**src/rtl/twostage_wdog_pkg.sv**
```systemverilog
package twostage_wdog_pkg;
  // register offsets; the narrow and wide initial-value homes differ by generation
  localparam logic [4:0] OFF_RELOAD = 5'h00;
  localparam logic [4:0] OFF_INIT_N = 5'h01;
  localparam logic [4:0] OFF_STS_A  = 5'h04;
  localparam logic [4:0] OFF_STS_B  = 5'h06;
  localparam logic [4:0] OFF_CTRL   = 5'h08;
  localparam logic [4:0] OFF_INIT_W = 5'h12;

  localparam int HALT_POS = 11;
  localparam int TMO_POS  = 3;
  localparam int SEC_POS  = 1;
  localparam int BOOT_POS = 2;
  localparam int MIN_INIT = 4;
  localparam int BYTE_W   = 8;

  typedef struct packed {
    logic tmo;
    logic sec;
    logic boot;
  } clr_t;
endpackage

```
**src/rtl/twostage_wdog_count.sv**
```systemverilog
module twostage_wdog_count
  import twostage_wdog_pkg::*;
#(
  parameter int CW = 6
) (
  input  logic          clk,
  input  logic          rst,
  input  logic          tick,
  input  logic          halt,
  input  logic          load,
  input  logic [CW-1:0] init_val,
  output logic [CW-1:0] cnt,
  output logic          expire
);

  assign expire = tick && !halt && !load && (cnt == '0);

  always_ff @(posedge clk) begin
    if (rst) begin
      cnt <= CW'(MIN_INIT);
    end else if (load || expire) begin
      cnt <= init_val;
    end else if (tick && !halt) begin
      cnt <= cnt - CW'(1);
    end
  end

  AST_HALT_FREEZE: assert property (@(posedge clk) disable iff (rst)
    (halt && !load) |=> $stable(cnt));
  AST_LOAD_VALUE: assert property (@(posedge clk) disable iff (rst)
    load |=> (cnt == $past(init_val)));
  AST_ONE_STEP: assert property (@(posedge clk) disable iff (rst)
    (tick && !halt && !load && cnt != '0) |=> (cnt == $past(cnt) - CW'(1)));

endmodule

```
**src/rtl/twostage_wdog_stage.sv**
```systemverilog
module twostage_wdog_stage
  import twostage_wdog_pkg::*;
(
  input  logic clk,
  input  logic rst,
  input  logic expire,
  input  logic no_reboot,
  input  clr_t clr,
  output logic tmo,
  output logic sec,
  output logic boot,
  output logic rst_req
);

  logic second;
  assign second = expire && tmo;

  always_ff @(posedge clk) begin
    if (rst) begin
      tmo     <= 1'b0;
      sec     <= 1'b0;
      boot    <= 1'b0;
      rst_req <= 1'b0;
    end else begin
      rst_req <= second && !no_reboot;
      if (expire)        tmo <= 1'b1;
      else if (clr.tmo)  tmo <= 1'b0;
      if (second)        sec <= 1'b1;
      else if (clr.sec)  sec <= 1'b0;
      if (second && no_reboot) boot <= 1'b1;
      else if (clr.boot)       boot <= 1'b0;
    end
  end

  AST_RST_PULSE: assert property (@(posedge clk) disable iff (rst)
    rst_req |=> !rst_req);
  AST_RST_AFTER_FIRST: assert property (@(posedge clk) disable iff (rst)
    rst_req |-> (tmo && sec));
  AST_NOREBOOT_QUIET: assert property (@(posedge clk) disable iff (rst)
    no_reboot |=> !rst_req);
  AST_FIRST_SETS: assert property (@(posedge clk) disable iff (rst)
    expire |=> tmo);
  AST_W1C_TMO: assert property (@(posedge clk) disable iff (rst)
    (clr.tmo && !expire) |=> !tmo);

endmodule

```
**src/rtl/twostage_wdog_regs.sv**
```systemverilog
module twostage_wdog_regs
  import twostage_wdog_pkg::*;
#(
  parameter int ADDR_W = 5,
  parameter int DATA_W = 16,
  parameter int CW     = 6,
  parameter bit WIDE   = 1'b0
) (
  input  logic              clk,
  input  logic              rst,
  input  logic [ADDR_W-1:0] addr,
  input  logic [DATA_W-1:0] wdata,
  input  logic              wr_en,
  input  logic [CW-1:0]     cnt,
  input  logic              tmo,
  input  logic              sec,
  input  logic              boot,
  output logic              halt,
  output logic [CW-1:0]     init_val,
  output logic              load,
  output clr_t              clr,
  output logic [DATA_W-1:0] rdata
);

  localparam int IREG_W = WIDE ? DATA_W : BYTE_W;
  localparam logic [ADDR_W-1:0] A_INIT   = WIDE ? ADDR_W'(OFF_INIT_W) : ADDR_W'(OFF_INIT_N);
  localparam logic [ADDR_W-1:0] A_RELOAD = ADDR_W'(OFF_RELOAD);
  localparam logic [ADDR_W-1:0] A_STS_A  = ADDR_W'(OFF_STS_A);
  localparam logic [ADDR_W-1:0] A_STS_B  = ADDR_W'(OFF_STS_B);
  localparam logic [ADDR_W-1:0] A_CTRL   = ADDR_W'(OFF_CTRL);

  logic [DATA_W-1:0] ctrl_q;
  logic [IREG_W-1:0] init_q;
  logic [IREG_W-1:0] init_wr;
  logic              init_ok;
  logic [DATA_W-1:0] rd_next;

  // illegal field values keep the old field; the surrounding bits still update
  assign init_ok = wdata[CW-1:0] >= CW'(MIN_INIT);
  assign init_wr = init_ok ? wdata[IREG_W-1:0] : {wdata[IREG_W-1:CW], init_q[CW-1:0]};

  always_ff @(posedge clk) begin
    if (rst) begin
      ctrl_q <= DATA_W'(1) << HALT_POS;
      init_q <= IREG_W'(MIN_INIT);
    end else if (wr_en) begin
      if (addr == A_CTRL) ctrl_q <= wdata;
      if (addr == A_INIT) init_q <= init_wr;
    end
  end

  assign halt     = ctrl_q[HALT_POS];
  assign init_val = init_q[CW-1:0];
  assign load     = wr_en && (addr == A_RELOAD);

  always_comb begin
    clr.tmo  = (wr_en && addr == A_STS_A && wdata[TMO_POS]) || (WIDE && load);
    clr.sec  = wr_en && addr == A_STS_B && wdata[SEC_POS];
    clr.boot = wr_en && addr == A_STS_B && wdata[BOOT_POS];
  end

  always_comb begin
    rd_next = '0;
    case (addr)
      A_RELOAD: rd_next = DATA_W'(cnt);
      A_INIT:   rd_next = DATA_W'(init_q);
      A_STS_A:  rd_next[TMO_POS] = tmo;
      A_STS_B: begin
        rd_next[SEC_POS]  = sec;
        rd_next[BOOT_POS] = boot;
      end
      A_CTRL:   rd_next = ctrl_q;
      default:  rd_next = '0;
    endcase
  end

  always_ff @(posedge clk) begin
    if (rst) rdata <= '0;
    else     rdata <= rd_next;
  end

  AST_INIT_LEGAL: assert property (@(posedge clk) disable iff (rst)
    init_q[CW-1:0] >= CW'(MIN_INIT));
  AST_CTRL_HOLD: assert property (@(posedge clk) disable iff (rst)
    !(wr_en && addr == A_CTRL) |=> $stable(ctrl_q));

endmodule

```
**src/rtl/twostage_wdog.sv**
```systemverilog
module twostage_wdog
  import twostage_wdog_pkg::*;
#(
  parameter int ADDR_W   = 5,
  parameter int DATA_W   = 16,
  parameter int NARROW_W = 6,
  parameter int WIDE_W   = 10,
  parameter bit WIDE     = 1'b0
) (
  input  logic              clk,
  input  logic              rst,
  input  logic              tick,
  input  logic [ADDR_W-1:0] addr,
  input  logic [DATA_W-1:0] wdata,
  input  logic              wr_en,
  input  logic              no_reboot,
  output logic [DATA_W-1:0] rdata,
  output logic              rst_req,
  output logic              tmo_irq
);

  localparam int CW = WIDE ? WIDE_W : NARROW_W;

  logic [CW-1:0] cnt;
  logic [CW-1:0] init_val;
  logic          halt;
  logic          load;
  logic          expire;
  logic          tmo;
  logic          sec;
  logic          boot;
  clr_t          clr;

  twostage_wdog_regs #(
    .ADDR_W(ADDR_W), .DATA_W(DATA_W), .CW(CW), .WIDE(WIDE)
  ) u_regs (
    .clk(clk), .rst(rst), .addr(addr), .wdata(wdata), .wr_en(wr_en),
    .cnt(cnt), .tmo(tmo), .sec(sec), .boot(boot),
    .halt(halt), .init_val(init_val), .load(load), .clr(clr), .rdata(rdata)
  );

  twostage_wdog_count #(.CW(CW)) u_count (
    .clk(clk), .rst(rst), .tick(tick), .halt(halt), .load(load),
    .init_val(init_val), .cnt(cnt), .expire(expire)
  );

  twostage_wdog_stage u_stage (
    .clk(clk), .rst(rst), .expire(expire), .no_reboot(no_reboot), .clr(clr),
    .tmo(tmo), .sec(sec), .boot(boot), .rst_req(rst_req)
  );

  assign tmo_irq = tmo;

endmodule

```
**config.mk**
```make
export PLATFORM = sky130hd
export DESIGN_NAME = twostage_wdog
export DESIGN_NICKNAME = d
export VERILOG_FILES = /design/src/rtl/twostage_wdog_pkg.sv /design/src/rtl/twostage_wdog_count.sv /design/src/rtl/twostage_wdog_stage.sv /design/src/rtl/twostage_wdog_regs.sv /design/src/rtl/twostage_wdog.sv
export SDC_FILE = /design/constraint.sdc
export NUM_CORES = 1
export LEC_CHECK = 0
export ABC_AREA = 1
export BUFFER_PORTS_ARGS = -buffer_cell sky130_fd_sc_hd__buf_4
export CAP_MARGIN = 10
export CORE_AREA = 3 3 68 70
export CTS_BUF_LIST = sky130_fd_sc_hd__clkbuf_2 sky130_fd_sc_hd__clkbuf_4 sky130_fd_sc_hd__clkbuf_8
export DETAILED_ROUTE_END_ITERATION = 8
export DIE_AREA = 0 0 71 73
export PLACE_DENSITY = 0.79
export RECOVER_POWER = 25
export SYNTH_ARGS = -nofsm -noshare
export SYNTH_HDL_FRONTEND = slang
export SYNTH_HIERARCHICAL = 1
export SYNTH_SLANG_ARGS = --single-unit
```
**constraint.sdc**
```tcl
create_clock -name clk -period 1.8 [get_ports clk]
set_input_delay 0.27 -clock clk [delete_from_list [all_inputs] [get_ports clk]]
set_output_delay 0.27 -clock clk [all_outputs]
set_load 0.02 [all_outputs]
```
Word level (Yosys, flattened, before mapping)
Index checks and enable logic that the tools add are counted.

word-level totals
  bits in registers = 50
  latch bits = 0
  RAM bits = 0
  ROM bits = 0
  input bits = 26
  output and inout port bits = 18
  logic and storage cells = 52
  memories = 0

operators by class
  add/sub/neg operators = 1
  $mul = 0
  div/mod/pow operators = 0
  magnitude comparators = 1
  equality and inequality tests = 4
  shifts and indexed selects = 0
  muxes and demuxes = 12
  bitwise gates (word level) = 0
  reductions and logical operators = 25

operator list
  kind                                                  count
  one-hot mux 12 bit (3 select lines)                   1
  logical AND 1 bit                                     12
  2-to-1 mux 6 bit                                      2
  == test 5 x 3 -> 1 bit (second input constant)        2
  one-hot mux 2 bit (4 select lines)                    1
  nonzero test 2 bit                                    4
  >= comparator 6 x 3 -> 1 bit (second input constant)  1
  logical NOT 6 bit                                     1
  2-to-1 mux 1 bit                                      6
  subtractor 6 x 1 -> 6 bit (second input constant)     1
  == test 5 x 1 -> 1 bit (second input constant)        1
  == test 5 x 4 -> 1 bit (second input constant)        1
  logical NOT 5 bit                                     1
  one-hot mux 1 bit (4 select lines)                    1
  AND reduction 2 bit                                   2
  logical NOT 1 bit                                     3
  one-hot mux 1 bit (3 select lines)                    1
  AND reduction 3 bit                                   1
  logical OR 1 bit                                      1

Depth between registers and ports, before layout
  depth after elaboration = 8
  mapped depth = 11
  depth with buffers taken out = 11

Hierarchy
The synthesis kept the hierarchy.

modules (own cells, without submodules)
  module               times used  cells each  area each (µm²)  seq. area each (µm²)
  twostage_wdog_regs   1           231         1671.6           800.8
  twostage_wdog_count  1           75          456.7            120.1
  twostage_wdog_stage  1           15          143.9            80.1

Worst setup path after synthesis
OpenSTA, ideal clock, no wires.

  path kind = in2reg
  from = input addr[4]
  to = register u_count.cnt[2]
  library setup time = 0.122 ns
  arrival time = 1.432 ns
  data required time = 1.678 ns
  slack = 0.246 ns
  stages on the path = 11
  buffers on the path = 1
  cell sequence = nor2_4 -> nand2_1 -> nor3_1 -> nor2_1 -> nand2_1 -> nor2_2 -> nor2_2 -> buf_6 -> nand2_1 -> o21ai_1 -> nand3_1

between the ends
  cells in the longest elaborated chain, start to end = 7
  elaborated cells between the ends (all ways) = 8
  those cells by class = mux (1); reduce/logical (7)

ends and longest elaborated chain
  item                                                    RTL line                   RTL
  start: declaration                                      twostage_wdog.sv:13        input logic [ADDR_W-1:0] addr,
  logical NOT 5 bit *                                     twostage_wdog_regs.sv:54   assign load = wr_en && (addr == A_RELOAD);
  logical AND 1 bit *                                     twostage_wdog_regs.sv:54
  net load                                                twostage_wdog.sv:27        logic load;
  logical NOT 1 bit *                                     twostage_wdog_count.sv:16  assign expire = tick && !halt && !load && (cnt == '0);
  logical AND 1 bit * (2 in a row)                        twostage_wdog_count.sv:16
  net expire                                              twostage_wdog.sv:28        logic expire;
  logical OR 1 bit *                                      twostage_wdog_count.sv:21  end else if (load || expire) begin
  2-to-1 mux 6 bit or nonzero test 2 bit (tied branches)  --
  end signal: assignment                                  twostage_wdog_count.sv:20  cnt <= CW'(MIN_INIT);
  end signal: assignment                                  twostage_wdog_count.sv:22  cnt <= init_val;
  end signal: assignment                                  twostage_wdog_count.sv:24  cnt <= cnt - CW'(1);
  end: declaration                                        twostage_wdog_count.sv:12  output logic [CW-1:0] cnt,

The timed path passes the listed nets; every way through them passes the cells marked *.
A chain may end at the register's enable or synchronous reset.

Worst setup path after layout
Same ends and word-level chain as after synthesis.

==> results.md <==
- Result of the run: completed
- Initial antenna violation count: 0
- Startpoint Class: input pin
- Yosys cell types: 26
- Pre-antenna DRT Iters: 4
- Critical Path AT: 1.83 ns
- Synth Flop Type: dfxtp_1
- Die area: 0.00518 mm2
- Vias: 2145
- Die width: 71 um
- Area Growth Syn to Fin: 17.7%
- Crit Path Max Fanout: 11
- FF+latch count, synth: 50
- ANT nets after route: 0
- Critical Path Sink Type: flip-flop
- EDFF count, synth: 0
- Fin. max-slew vios: 0
- YS warnings: 6
- Hpwl dp: 3.81 mm
- Vias in the first global route: 1970
- Leakage power: 0.00125 uW
- First-pass GRT wire length: 8.79 mm
- Cell taking the most area after synthesis: dfxtp_1
- CP Class: input pin to flip-flop
- Post-DR wirelength/cell: 12.8 um
- Root buf cell: clkbuf_8
- Critical path's slowest cell: nor3_1
- Routed WL: 5.29 mm
- Synthesized area: 0.00227 mm2
- DRT iter0 DRCs: 113
- CP required: 1.98 ns
- Ports: 44
- Worst vdd ir: 0.000667 V
- Worst-skew pair later-pin latency: 0.30 ns
- Unrepaired setup endpoints after global routing: no
- Post-layout instance area: 0.00267 mm2
- Initial core utilization: 56.4%
- Worst path cell trace: clkbuf_1, nor2_1, nand2_1, nor3_1, nor2_1, nand2_1, nor2_4, nor2_4, nand2_1, o21ai_1, nand3_1
- Port buffer count: 43
- Fmax: 609 MHz
- Number of fill cells: 394
- CTS tree: done
- CTS clk-pin slew, worst paths: 0.09 ns
- GPL Wtd Cong: 0.846
- Most numerous cell on the critical path: nand2_1
- Routed vias/inst: 5.18
- Synth area leaders: dfxtp_1, nand2_1, nor2_1
- Total grt overflow: 0
- Max_cap viols: 0
- Fin crit share: 91.3%
- Die height: 73 um
- HP Class: input pin to flip-flop
- Endpoints failing setup: 0
- Post-Synthesis Cells: 321
- Hold-fix buffers, CTS: 0
- Clk_skew: 0.00993 ns
- Tot Pwr: 2100 uW
- Sequential Area: 0.00100 mm2
- Sequential share of the synthesized area: 44.1%
- Final Hold Viols: 0
- Syn Nets: 349
- N_diodes: 0
- Most common cell in the netlist: nand2_1
- H-tree levels: 2
- Share of layout cells above drive strength 1: 16.2%
- Fin crit period: 1.64 ns
- CP max stage delay: 0.44 ns
- Largest net degree at the start of global routing: 18
- Ys async rst share: 0%
- Top cell type's share of synthesized area: 44.1%
- CTS buffer count: 5
- Placed cell area: 0.00260 mm2
- Core box area: 0.00403 mm2
- Worst Max-Slew Pin Slew: 0.552 ns
- Pwr dens: 785 mW/mm2
- Row count: 23
- Multi-input gate area: 0.00106 mm2
- Worst slew margin: 62.9%
- Total track usage: 21.3%
- Post-synth top cells: nand2_1, nor2_1, dfxtp_1
- Syn_area_per_cell: 7.08 um2
- # DRC: 0
- Layout Nets: 391
- Clk buf depth: 2
- CTS sink count: 50
worst paths after layout:
check	from	end	slack (ns)	cells past startpoint
worst max-delay path	addr[4]	u_count/cnt[2]	0.16	11
worst max register to register	u_count/cnt[0]	u_count/cnt[5]	0.22	10
worst min register to register	u_regs/ctrl_q[8]	u_regs/rdata[8]	0.45	2
worst min-delay path	no_reboot	u_stage/rst_req	0.14	2
placed cells by master, fill, tap and decap left out, types with 3 or more instances in the layout:
master / netlist / final
nand2_1: 79 / 79
nor2_1: 65 / 66
dfxtp_1: 50 / 50
buf_4: 6 / 38
inv_1: 27 / 27
o21ai_0: 22 / 22
nand3_1: 16 / 17
a21oi_1: 13 / 13
clkbuf_1: 3 / 10
nand4_1: 8 / 8
clkbuf_8: 0 / 6
nor2_4: 4 / 5
nor3_1: 4 / 4
nand3b_1: 3 / 3
cell type report:
type	instances	share of cell area (%)
Clock buffer	6	3.09
Clock inverter	2	1.45
Inverter	29	4.07
Multi-Input combinational cell	229	39.5
Sequential cell	50	37.4
Tap cell	50	2.34
Timing Repair Buffer	48	12.1
state kept, by name, summed over array words and instances, names as in the netlist:
name	cells
u_count/cnt	6
u_regs/ctrl_q	16
u_regs/init_q	8
u_regs/rdata	16
u_stage/boot	1
u_stage/rst_req	1
u_stage/sec	1
u_stage/tmo	1
per-layer routing:
| metal | track usage [%] | wire length, um | share of wire [%] | vias up |
|---|---|---|---|---|
| li1 | - | - | - | 1092 |
| met1 | 27.2 | 2400 | 45 | 992 |
| met2 | 36.4 | 2530 | 48 | 52 |
| met3 | 4.27 | 278 | 5.3 | 9 |
| met4 | 6.47 | 82 | 1.6 | 0 |
| met5 | 0 | 0 | 0 | - |
power breakdown:
group          total, uW  switching [uW]  internal (uW)  leakage (uW)
Combinational        150            87.5           62.7      0.000786
Clock                827             370            457     0.0000618
Sequential          1120            7.21           1110      0.000403
Total               2100             464           1630       0.00125
kinds of logic after synthesis:
family / after synthesis / synth area share [%]
compound gates: 38 / 8.65
xor+xnor: 2 / 0.771
simple gates: 187 / 36.5
fa+ha+maj: 2 / 1.10
buf+inv: 42 / 8.98
flops: 50 / 44.1
repair_timing:
item,4_1_cts,5_1_grt
resized for setup,0,2
buffers inserted,0,0
hold endpoints to repair,0,0
setup endpoints to repair,0,3
worst max-delay path: cells and delay by family:
kind | cells | cell delay (ns)
and+or+nand+nor | 9 | 1.36
AOI/OAI and AO/OA | 1 | 0.09
buffers and inverters | 1 | 0.09
per-stage QoR:
stage / hold slack, ns / utilization (%) / instances / worst slack [ns] / setup TNS, ns
after CTS: 0.121 / 67.5 / 414 / 0.150 / 0
after global placement: 0.426 / 64.5 / 406 / 0.0747 / 0
after global routing: 0.115 / 66.4 / 414 / 0.0341 / 0
final: 0.136 / 66.4 / 414 / 0.157 / 0
after floorplan: 0.337 / - / 321 / 0.246 / 0
after detailed placement: 0.432 / 64.5 / 406 / -0.0475 / -0.104
(Power assumes the default switching activity.)
